==> src/rtl/smb_ptr_pkg.sv <==
package smb_ptr_pkg;
  localparam int BYTE_W = 8;
  localparam int BITC_W = $clog2(BYTE_W + 1);

  typedef enum logic [2:0] {
    LK_IDLE,
    LK_ADDR,
    LK_AACK,
    LK_WBYTE,
    LK_WACK,
    LK_RBYTE
  } link_st_t;
endpackage

==> src/rtl/smb_line_sync.sv <==
module smb_line_sync (
  input  logic clk,
  input  logic rst_n,
  input  logic scl_i,
  input  logic sda_i,
  output logic scl_s,
  output logic sda_s,
  output logic scl_rise,
  output logic scl_fall,
  output logic start_o,
  output logic stop_o
);
  logic [1:0] scl_ff, sda_ff;
  logic       scl_q, sda_q;

  always_ff @(posedge clk or negedge rst_n) begin
    if (!rst_n) begin
      scl_ff <= 2'b11;
      sda_ff <= 2'b11;
      scl_q  <= 1'b1;
      sda_q  <= 1'b1;
    end else begin
      scl_ff <= {scl_ff[0], scl_i};
      sda_ff <= {sda_ff[0], sda_i};
      scl_q  <= scl_ff[1];
      sda_q  <= sda_ff[1];
    end
  end

  assign scl_s    = scl_ff[1];
  assign sda_s    = sda_ff[1];
  assign scl_rise = scl_s & ~scl_q;
  assign scl_fall = ~scl_s & scl_q;
  assign start_o  = scl_s & scl_q & sda_q & ~sda_s;
  assign stop_o   = scl_s & scl_q & ~sda_q & sda_s;
endmodule

==> src/rtl/smb_stall_timer.sv <==
module smb_stall_timer #(
  parameter int TMO_CYCLES = 5000000
) (
  input  logic clk,
  input  logic rst_n,
  input  logic scl_s,
  input  logic dis,
  output logic hit
);
  localparam int CW = $clog2(TMO_CYCLES + 1);
  localparam logic [CW-1:0] LIMIT   = CW'(TMO_CYCLES);
  localparam logic [CW-1:0] LAST_LO = CW'(TMO_CYCLES - 1);

  logic [CW-1:0] cnt;

  always_ff @(posedge clk or negedge rst_n) begin
    if (!rst_n)              cnt <= '0;
    else if (scl_s || dis)   cnt <= '0;
    else if (cnt != LIMIT)   cnt <= cnt + 1'b1;
  end

  assign hit = !scl_s && !dis && (cnt == LAST_LO);

  assert_tmo_clear_R9: assert property (@(posedge clk) disable iff (!rst_n)
    scl_s |=> (cnt == '0))
    else $error("stall counter not cleared by high SCL");

  assert_tmo_once_R9: assert property (@(posedge clk) disable iff (!rst_n)
    hit |=> !hit)
    else $error("timeout fired twice in one stall");
endmodule

==> src/rtl/smb_frame_engine.sv <==
module smb_frame_engine
  import smb_ptr_pkg::*;
#(
  parameter logic [6:0] DEV_ADDR = 7'h2E
) (
  input  logic              clk,
  input  logic              rst_n,
  input  logic              start_i,
  input  logic              stop_i,
  input  logic              tmo_i,
  input  logic              scl_rise,
  input  logic              scl_fall,
  input  logic              sda_s,
  input  logic [BYTE_W-1:0] rd_data,
  output logic              sda_oe,
  output logic [BYTE_W-1:0] ptr,
  output logic [BYTE_W-1:0] wdata,
  output logic              we
);
  localparam logic [BITC_W-1:0] FULL = BITC_W'(BYTE_W);

  link_st_t          st;
  logic [BITC_W-1:0] cnt;
  logic [BYTE_W-1:0] sh, tx;
  logic [1:0]        idx;
  logic              rd_mode;
  logic              commit_ptr;

  assign commit_ptr = (st == LK_WBYTE) && scl_fall && (cnt == FULL) &&
                      (idx == 2'd0) && !tmo_i && !start_i && !stop_i;

  always_ff @(posedge clk or negedge rst_n) begin
    if (!rst_n) begin
      st      <= LK_IDLE;
      cnt     <= '0;
      sh      <= '0;
      tx      <= '0;
      idx     <= '0;
      rd_mode <= 1'b0;
      sda_oe  <= 1'b0;
      ptr     <= '0;
      wdata   <= '0;
      we      <= 1'b0;
    end else begin
      we <= 1'b0;
      if (tmo_i) begin
        st     <= LK_IDLE;
        sda_oe <= 1'b0;
      end else if (start_i) begin
        st     <= LK_ADDR;
        cnt    <= '0;
        idx    <= '0;
        sda_oe <= 1'b0;
      end else if (stop_i) begin
        st     <= LK_IDLE;
        sda_oe <= 1'b0;
      end else begin
        case (st)
          LK_ADDR, LK_WBYTE: begin
            if (scl_rise && cnt < FULL) begin
              sh  <= {sh[BYTE_W-2:0], sda_s};
              cnt <= cnt + 1'b1;
            end else if (scl_fall && cnt == FULL) begin
              if (st == LK_ADDR) begin
                if (sh[BYTE_W-1:1] == DEV_ADDR) begin
                  sda_oe  <= 1'b1;
                  rd_mode <= sh[0];
                  st      <= LK_AACK;
                end else begin
                  st <= LK_IDLE;
                end
              end else begin
                sda_oe <= 1'b1;
                st     <= LK_WACK;
                if (idx == 2'd0) begin
                  ptr <= sh;
                end else if (idx == 2'd1) begin
                  we    <= 1'b1;
                  wdata <= sh;
                end
                if (idx != 2'd2) idx <= idx + 2'd1;
              end
            end
          end
          LK_AACK: begin
            if (scl_fall) begin
              cnt <= '0;
              if (rd_mode) begin
                tx     <= rd_data;
                sda_oe <= ~rd_data[BYTE_W-1];
                st     <= LK_RBYTE;
              end else begin
                sda_oe <= 1'b0;
                st     <= LK_WBYTE;
              end
            end
          end
          LK_WACK: begin
            if (scl_fall) begin
              sda_oe <= 1'b0;
              cnt    <= '0;
              st     <= LK_WBYTE;
            end
          end
          LK_RBYTE: begin
            if (scl_rise && cnt < FULL) begin
              cnt <= cnt + 1'b1;
            end else if (scl_fall && cnt != '0) begin
              if (cnt == FULL) begin
                sda_oe <= 1'b0;
                st     <= LK_IDLE;
              end else begin
                tx     <= {tx[BYTE_W-2:0], 1'b0};
                sda_oe <= ~tx[BYTE_W-2];
              end
            end
          end
          default: ;
        endcase
      end
    end
  end

  assert_we_pulse_R5: assert property (@(posedge clk) disable iff (!rst_n)
    we |=> !we)
    else $error("write strobe longer than one cycle");

  assert_oe_ctx_R2: assert property (@(posedge clk) disable iff (!rst_n)
    sda_oe |-> (st == LK_AACK || st == LK_WACK || st == LK_RBYTE))
    else $error("SDA driven outside an ack slot or read byte");

  assert_stop_release_R3: assert property (@(posedge clk) disable iff (!rst_n)
    (stop_i && !tmo_i && !start_i) |=> (!sda_oe && st == LK_IDLE))
    else $error("STOP did not release the bus");

  assert_start_restart_R3: assert property (@(posedge clk) disable iff (!rst_n)
    (start_i && !tmo_i) |=> (!sda_oe && st == LK_ADDR))
    else $error("START did not restart address matching");

  assert_tmo_release_R9: assert property (@(posedge clk) disable iff (!rst_n)
    tmo_i |=> (!sda_oe && st == LK_IDLE))
    else $error("timeout did not release the bus");

  assert_ptr_hold_R4: assert property (@(posedge clk) disable iff (!rst_n)
    !commit_ptr |=> $stable(ptr))
    else $error("pointer changed outside first write byte");
endmodule

==> src/rtl/smb_ptr_slave.sv <==
module smb_ptr_slave
  import smb_ptr_pkg::*;
#(
  parameter logic [6:0] DEV_ADDR   = 7'h2E,
  parameter int         TMO_CYCLES = 5000000
) (
  input  logic              clk,
  input  logic              rst_n,
  input  logic              scl_i,
  input  logic              sda_i,
  output logic              sda_oe,
  input  logic              tmo_disable,
  output logic [BYTE_W-1:0] reg_addr,
  output logic [BYTE_W-1:0] reg_wdata,
  output logic              reg_we,
  input  logic [BYTE_W-1:0] reg_rdata
);
  logic scl_s, sda_s, scl_rise, scl_fall, start_c, stop_c, tmo_hit;

  smb_line_sync u_sync (
    .clk      (clk),
    .rst_n    (rst_n),
    .scl_i    (scl_i),
    .sda_i    (sda_i),
    .scl_s    (scl_s),
    .sda_s    (sda_s),
    .scl_rise (scl_rise),
    .scl_fall (scl_fall),
    .start_o  (start_c),
    .stop_o   (stop_c)
  );

  smb_stall_timer #(.TMO_CYCLES(TMO_CYCLES)) u_timer (
    .clk   (clk),
    .rst_n (rst_n),
    .scl_s (scl_s),
    .dis   (tmo_disable),
    .hit   (tmo_hit)
  );

  smb_frame_engine #(.DEV_ADDR(DEV_ADDR)) u_engine (
    .clk      (clk),
    .rst_n    (rst_n),
    .start_i  (start_c),
    .stop_i   (stop_c),
    .tmo_i    (tmo_hit),
    .scl_rise (scl_rise),
    .scl_fall (scl_fall),
    .sda_s    (sda_s),
    .rd_data  (reg_rdata),
    .sda_oe   (sda_oe),
    .ptr      (reg_addr),
    .wdata    (reg_wdata),
    .we       (reg_we)
  );
endmodule

==> config.mk <==
export PLATFORM = sky130hd
export DESIGN_NAME = smb_ptr_slave
export DESIGN_NICKNAME = d
export VERILOG_FILES = /design/src/rtl/smb_ptr_pkg.sv /design/src/rtl/smb_line_sync.sv /design/src/rtl/smb_stall_timer.sv /design/src/rtl/smb_frame_engine.sv /design/src/rtl/smb_ptr_slave.sv
export SDC_FILE = /design/constraint.sdc
export NUM_CORES = 1
export LEC_CHECK = 0
export BUFFER_PORTS_ARGS = -buffer_cell sky130_fd_sc_hd__buf_4
export CAP_MARGIN = 20
export CORE_ASPECT_RATIO = 1.1
export CORE_MARGIN = 5
export CORE_UTILIZATION = 25
export CTS_BUF_LIST = sky130_fd_sc_hd__clkbuf_4
export DETAILED_ROUTE_END_ITERATION = 12
export GPL_TIMING_DRIVEN = 0
export PLACE_DENSITY = 0.45
export SLEW_MARGIN = 20
export SYNTH_ARGS = -nofsm -noshare
export SYNTH_HDL_FRONTEND = slang
export SYNTH_HIERARCHICAL = 1
export SYNTH_SLANG_ARGS = --single-unit
==> constraint.sdc <==
create_clock -name clk -period 6 [get_ports clk]
set_clock_uncertainty 0.1 [all_clocks]
set_input_delay 1.2 -clock clk [delete_from_list [all_inputs] [get_ports clk]]
set_output_delay 1.2 -clock clk [all_outputs]
set_load 0.01 [all_outputs]
==> results of run 1 <==
-- worst max-delay path, cell delays in order --
cell and delay (ns):
buf_4 0.09, or2_2 0.09, clkbuf_1 0.23, clkbuf_1 0.44
nor4_2 0.18, or4b_1 0.53, buf_2 0.17, nor3_2 0.13
and2_1 0.17, and2b_1 0.12, buf_4 0.18, mux2_2 0.35
-- cell families (layout without fill, tap and decap cells) --
kind of cell    Yosys count  count (layout)  share of synthesized area
compound gates           50              50                    0.08902
xor+xnor                 13              13                    0.03164
fa+ha+maj                 7               7                    0.02434
buf+inv                  27              73                    0.03060
flops                    72              72                     0.5028
mux                      40              40                     0.1241
simple gates            124             124                     0.1975
-- registers in the layout (all words and copies together), names as in the netlist --
register / flops
u_engine/wdata: 8
u_sync/sda_q: 1
u_engine/tx: 7
u_engine/ptr: 8
u_engine/sda_oe: 1
u_engine/st: 3
u_sync/sda_ff: 2
u_sync/scl_ff: 2
u_sync/scl_q: 1
u_engine/sh: 8
u_engine/cnt: 4
u_timer/cnt: 23
u_engine/rd_mode: 1
u_engine/we: 1
u_engine/idx: 2
-- synth_stat cells, types with 8 or more instances --
| master | count |
|---|---|
| a21oi_1 | 12 |
| dfrtp_1 | 66 |
| inv_1 | 17 |
| mux2_2 | 37 |
| nand2_1 | 14 |
| nand3_1 | 11 |
| nor2_1 | 28 |
| nor3_1 | 13 |
| nor4_1 | 8 |
| o21ai_0 | 13 |
| xnor2_1 | 9 |
-- where the power goes --
part	switching (mW)	leakage, nW	internal, mW
logic	0.181	0.773	0.147
clock network	0.178	0.0730	0.133
registers	0.0473	0.961	0.540
total	0.407	1.81	0.820
-- metrics by stage --
step / setup slack, ns / cells / hold WS [ns]
finish: 2.318 / 571 / 0.2620
global route: 2.168 / 571 / 0.2705
detailed placement: 1.838 / 555 / 0.2472
global placement: 1.490 / 555 / 0.2454
CTS: 2.320 / 571 / 0.2631
floorplan: 2.302 / 333 / 0.2452
-- final timing paths --
path | end | start | slack, ns
worst min register to register | u_sync/scl_ff[1]$_DFF_PN1_ | u_sync/scl_ff[0]$_DFF_PN1_ | 0.26
worst min-delay path | u_sync/scl_ff[1]$_DFF_PN1_ | u_sync/scl_ff[0]$_DFF_PN1_ | 0.26
min in group asynchronous | u_engine/wdata[5]$_DFFE_PN0P_ | rst_n | 0.79
max in group asynchronous | u_timer/cnt[1]$_DFFE_PN0P_ | rst_n | 4.41
worst max register to register | u_engine/wdata[0]$_DFFE_PN0P_ | u_timer/cnt[14]$_DFFE_PN0P_ | 2.51
worst max-delay path | u_engine/wdata[0]$_DFFE_PN0P_ | tmo_disable | 2.32
-- area by class of cell --
type / instances / area (um^2)
clock inverter: 6 / 67.56
inverter: 17 / 63.81
sequential: 72 / 1809
timing repair buffer: 30 / 225.2
buffer: 10 / 46.29
clock buffer: 10 / 75.07
tap: 192 / 240.2
multi-input combinational: 234 / 1685
fill: 1541 / 10060
-- routing by layer --
| metal | global-route usage | wire length, um |
|---|---|---|
| met1 | 0.1190 | 3646 |
| met5 | 0 | 0 |
| met4 | 0.04568 | 137 |
| met2 | 0.1532 | 3542 |
| met3 | 0.02436 | 251 |
==> summary.txt, run 1 <==
Status: finished clean
Layout cells sized above 1: 0.2639
Die area: 16900 um^2
Hold depth: 0
Vias: 2657
Post-synth cell types: 54
Mapped Area: 3598 um^2
Primary FF master, synth: dfrtp_1
CORE AREA: 14270 um^2
Rows: 46
Data required, critical path: 6.21 ns
Drt wl/cell: 13.27 um
DR vias/cell: 4.653
Finished Cell Area: 4213 um^2
Area Growth Syn to Fin: 17.07%
Final antenna-violating net count: 0
Final setup viols: 0
Initial DRT Pass Iterations: 4
Data arrival time of the critical path: 3.89 ns
Clock Pin Slew Worst Setup and Hold Paths: 0.11 ns
Largest net degree at the start of global routing: 73
Placed cell area: 4070 um^2
Largest cells by area after synthesis: dfrtp_1 (46%), mux2_2 (12%), dfstp_2 (4.4%)
Crit path max fanout: 10
Mapped Nets: 353
TritonCTS buffer count: 9
Post-synth top area share: 0.4590
Post-layout util: 0.2951
Post-synth EDFFs: 0
First-pass GRT wire length: 13050 um
RD Place Congestion: 0.8259
Post-synthesis register bit count: 72
Clk_lat worst skew: 0.42 ns
H-tree lvl count: 3
DR iter-0 viols: 80
Commonest non-fill, non-tap cell in the layout: dfrtp_1
Number of global-route vias before repair: 2654
Maximum vdd drop: 0.08993 mV
Min cycle time layout: 3.682 ns
Longest Clk Path Bufs: 2
YS warnings: 6
Input/output buffers: 30
Highest Clock Rate: 271.6 MHz
CTS tree: yes
Fin. max-slew vios: 0
FFs w/ async S/R, synth: 1.000
Post-DP HPWL: 5425 um
Setup bufs post-CTS: 0
Seq/Total Area, Yosys: 0.5028
Die width: 124.4 um
Total power: 1.227 mW
Aggregate global routing overflow: 0
Global Route Usage Sum: 0.09487
Syn avg cell area: 10.81 um^2
Crit Path Category: input pin to flip-flop
RSZ-0062 raised after global routing: false
CTS sink count: 72
HP Class: flip-flop to flip-flop
Io pins: 31
Slew margin rel.: 0.3999
Final Cycle Share: 0.6137
Startpoint Class: input pin
Initial Utilization: 0.2521
Root buf cell: clkbuf_4
Hold buffers post-CTS: 0
Worst slew pin tran: 0.9002 ns
DRC: 0
Most frequent cells in the layout: dfrtp_1 (66), mux2_2 (37), buf_4 (31), nor2_1 (28), inv_1 (17)
Detailed Route WL: 7578 um
Max Cap Viol: 0
Cell Pwr Density: 291.3 nW/um^2
Die height: 135.8 um
Static leakage: 1.806 nW
Sum Neg Setup Slack: 0 ns
Cells on worst reg2reg path: 11
Synth Instances: 333
Worst setup EP type: flip-flop
Hold Vio Cnt, Final: 0
Area leader, netlist: dfrtp_1
Post-cts gate resize count: 0
Initial antenna violation count: 0
Inserted Diodes: 0
Final nets: 394
Note: power is estimated with default switching activity, not from simulation.
==> run 2, diff against run 1 <==
ABC_AREA = 1   (was not set)
PLACE_DENSITY = 0.46   (was 0.45)
clock period = 3.3 ns   (was 6 ns; I/O delays follow)
==> summary.txt, run 2 <==
Reg power frac: 0.449 (was 0.479)
Clock power share: 0.252 (was 0.254)
Combinational share of power: 0.300 (was 0.267)
Crit path max fanout: 10 (unchanged)
CORE AREA: 16310 um^2 (was 14270 um^2)
Longest Clk Path Bufs: 2 (unchanged)
Most frequent cells in the layout: nand2_1 (164), nor2_1 (79), dfrtp_1 (66), inv_1 (50), nand3_1 (40) (was dfrtp_1 (66), mux2_2 (37), buf_4 (31), nor2_1 (28), inv_1 (17))
Top-count cell post-synth: nand2_1 (was dfrtp_1)
Final Cycle Share: 0.8142
Initial antenna violation count: 1 (was 0)
Post-synth EDFFs: 0 (unchanged)
FFs w/ async S/R, synth: 1.000 (unchanged)
HP Class: input pin to async pin (was flip-flop to flip-flop)
Switch share: 0.3958 (was 0.3317)
Met2 usage: 0.1819 (was 0.1532)
Vias: 3500 (was 2657)
DRC: 0 (unchanged)
Post-synth cell types: 35 (was 54)
Seq/Total Area, Yosys: 0.4377 (was 0.5028)
Die height: 144.9 um (was 135.8 um)
Post-cts gate resize count: 0 (unchanged)
Post-DP HPWL: 7182 um (was 5425 um)
Switching Power: 0.9773 mW (was 0.4070 mW)
Fin. max-slew vios: 0 (unchanged)
H-tree lvl count: 3 (unchanged)
Io pins: 31 (unchanged)
Internal power: 1.492 mW (was 0.8200 mW)
Layout cells sized above 1: 0.2123 (was 0.2639)
Min cycle time layout: 2.687 ns
Area Growth Syn to Fin: 15.44% (was 17.07%)
Global route hottest layer: met2 (unchanged)
TritonCTS buffer count: 9 (unchanged)
RSZ-0062 raised after global routing: false (unchanged)
YS warnings: 6 (unchanged)
Top cells by count, synth: nand2_1 (164), nor2_1 (79), dfrtp_1 (66), inv_1 (50), nand3_1 (40) (was dfrtp_1 (66), mux2_2 (37), nor2_1 (28), inv_1 (17), nand2_1 (14))
Worst slew pin tran: 0.7052 ns (was 0.9002 ns)
Final setup viols: 0 (unchanged)
Largest cells by area after synthesis: dfrtp_1 (40%), nand2_1 (15%), nor2_1 (7.2%) (was dfrtp_1 (46%), mux2_2 (12%), dfstp_2 (4.4%))
Mapped Area: 4134 um^2 (was 3598 um^2)
Slowest stage cell, crit path: dfrtp_1 (was or4b_1)
Maximum vdd drop: 0.1687 mV (was 0.08993 mV)
Die area: 19210 um^2 (was 16900 um^2)
Data arrival time of the critical path: 2.96 ns (was 3.89 ns)
Pre-CTS setup slack: 0.2976 ns (was 1.838 ns)
Cell Pwr Density: 517.4 nW/um^2 (was 291.3 nW/um^2)
Number of flip-flops in the largest register: 23 (unchanged)
Static leakage: 2.249 nW (was 1.806 nW)
DR vias/cell: 4.436 (was 4.653)
First-pass GRT wire length: 16610 um (was 13050 um)
Post-synth top area share: 0.3995 (was 0.4590)
Number of global-route vias before repair: 3474 (was 2654)
Crit path cell chain: ha_1 -> nand3_2 -> nor2_4 -> nand3_1 -> nor2_1 -> inv_2 -> nand2_2 -> nor2_4 -> buf_2 -> nand2_1 -> nor2_1 -> nor2_1 -> nand3_1 -> nand2_1 -> nand2_1 (was buf_4 -> or2_2 -> clkbuf_1 -> clkbuf_1 -> nor4_2 -> or4b_1 -> buf_2 -> nor3_2 -> and2_1 -> and2b_1 -> buf_4 -> mux2_2)
Aggregate global routing overflow: 0 (unchanged)
Crit Path Category: flip-flop to flip-flop (was input pin to flip-flop)
Die width: 132.6 um (was 124.4 um)
Root buf cell: clkbuf_4 (unchanged)
M1 GR Usage: 0.1348 (was 0.1190)
Sum Neg Setup Slack: 0 ns (unchanged)
Global Route Usage Sum: 0.1068 (was 0.09487)
Largest reg by FF count: u_timer/cnt (unchanged)
Max Cap Viol: 0 (unchanged)
Highest Clock Rate: 372.2 MHz
Status: finished clean (unchanged)
Final worst slack: 0.6133 ns (was 2.318 ns)
Largest net degree at the start of global routing: 73 (unchanged)
Setup bufs post-CTS: 0 (unchanged)
Worst Path Buf+Inv: 2 (was 5)
RD Place Congestion: 0.8279 (was 0.8259)
Max stage delay on crit path: 0.45 ns (was 0.53 ns)
Hold buffers post-CTS: 0 (unchanged)
Slew margin rel.: 0.5299 (was 0.3999)
Worst setup EP type: flip-flop (unchanged)
Input/output buffers: 30 (unchanged)
Hold Vio Cnt, Final: 0 (unchanged)
Commonest non-fill, non-tap cell in the layout: nand2_1 (was dfrtp_1)
Clk_lat worst skew: 0.45 ns (was 0.42 ns)
Detailed Route WL: 9826 um (was 7578 um)
CTS sink count: 72 (unchanged)
Cell family with the largest share of critical-path delay: simple AND/OR/NAND/NOR gates (unchanged)
Post-synthesis register bit count: 72 (unchanged)
Mapped Nets: 558 (was 353)
DR iter-0 viols: 211 (was 80)
Synth Instances: 538 (was 333)
Primary FF master, synth: dfrtp_1 (unchanged)
Area leader, netlist: dfrtp_1 (unchanged)
Final nets: 599 (was 394)
Syn avg cell area: 7.684 um^2 (was 10.81 um^2)
Startpoint Class: flip-flop (was input pin)
Clock Pin Slew Worst Setup and Hold Paths: 0.16 ns (was 0.11 ns)
Drt wl/cell: 12.45 um (was 13.27 um)
Met3 Use GR: 0.02420 (was 0.02436)
Rows: 49 (was 46)
CTS tree: yes (unchanged)
Initial Utilization: 0.2535 (was 0.2521)
Final antenna-violating net count: 0 (unchanged)
Initial DRT Pass Iterations: 4 (unchanged)
Data required, critical path: 3.57 ns (was 6.21 ns)
[run 2: area by class of cell]
type                    count  area (um^2)
diodes                      1        2.502
plain buffers               6        50.05
clock buffers               9        67.56
clock inverters             7        83.83
fillers                  1777        11540
inverters                  58        217.7
multi-input cells         402         2057
flip-flops and latches     72         1809
well taps                 204        255.2
repair buffers             30        229.0
[run 2: power groups by stage]
| stage | Clock (mW) | Sequential [mW] | Combinational [mW] |
|---|---|---|---|
| after floorplan | 0 | 1.10 | 0.569 |
| after global placement | 0 | 1.12 | 0.734 |
| after global routing | 0.693 | 1.12 | 0.856 |
| final | 0.621 | 1.11 | 0.740 |
| after detailed placement | 0 | 1.12 | 0.746 |
| after CTS | 0.658 | 1.11 | 0.749 |
[run 2: path summary, 6_finish.rpt]
| check | slack (ns) | end | startpoint | cells after the start |
|---|---|---|---|---|
| max in group asynchronous | 2.49 | u_timer/cnt[10]$_DFFE_PN0P_ | rst_n | 1 |
| max | 0.61 | u_engine/sda_oe$_DFFE_PN0P_ | u_timer/cnt[0]$_DFFE_PN0P_ | 15 |
| min in group clk | 0.22 | u_sync/scl_ff[0]$_DFF_PN1_ | scl_i | 1 |
| min reg2reg | 0.27 | u_sync/sda_ff[1]$_DFF_PN1_ | u_sync/sda_ff[0]$_DFF_PN1_ | 0 |
| min | 0.11 | u_timer/cnt[5]$_DFFE_PN0P_ | rst_n | 1 |
| max reg2reg | 0.61 | u_engine/sda_oe$_DFFE_PN0P_ | u_timer/cnt[0]$_DFFE_PN0P_ | 15 |
[run 2: routing by layer]
metal | up-vias | share of wire
met1 | 1633 | 0.47
met3 | 6 | 0.037
met5 | - | 0
met2 | 63 | 0.48
li1 | 1798 | -
met4 | 0 | 0.012
[run 2: kinds of logic (layout without fill, tap and decap cells)]
| logic type | after synthesis | in the layout | share of synthesized area |
|---|---|---|---|
| fa+ha+maj | 7 | 7 | 0.02119 |
| buf+inv | 64 | 110 | 0.06477 |
| simple gates | 340 | 340 | 0.3826 |
| xor+xnor | 9 | 9 | 0.01907 |
| other cells | 0 | 1 | 0 |
| flops | 72 | 72 | 0.4377 |
| compound gates | 46 | 46 | 0.07476 |
[run 2: stage by stage]
stage | util | cells | area, um^2 | power, mW | hold WS, ns
2_1_floorplan | - | 538 | 4134 | 1.670 | 0.2452
3_3_place_gp | 0.2830 | 772 | 4614 | 1.854 | 0.2469
3_5_place_dp | 0.2830 | 772 | 4614 | 1.870 | 0.2496
4_1_cts | 0.2922 | 788 | 4766 | 2.514 | 0.1753
5_1_grt | 0.2926 | 789 | 4772 | 2.674 | 0.1514
6_report | 0.2926 | 789 | 4772 | 2.469 | 0.1063
[run 2: worst reg2reg max path, stage by stage (launching register included)]
cell     delay [ns]
dfrtp_1        0.45
ha_1           0.28
nand3_2        0.15
nor2_4         0.25
nand3_1        0.11
nor2_1         0.31
inv_2          0.10
nand2_2        0.10
nor2_4         0.05
buf_2          0.22
nand2_1        0.09
nor2_1         0.04
nor2_1         0.17
nand3_1        0.10
nand2_1        0.07
nand2_1        0.04
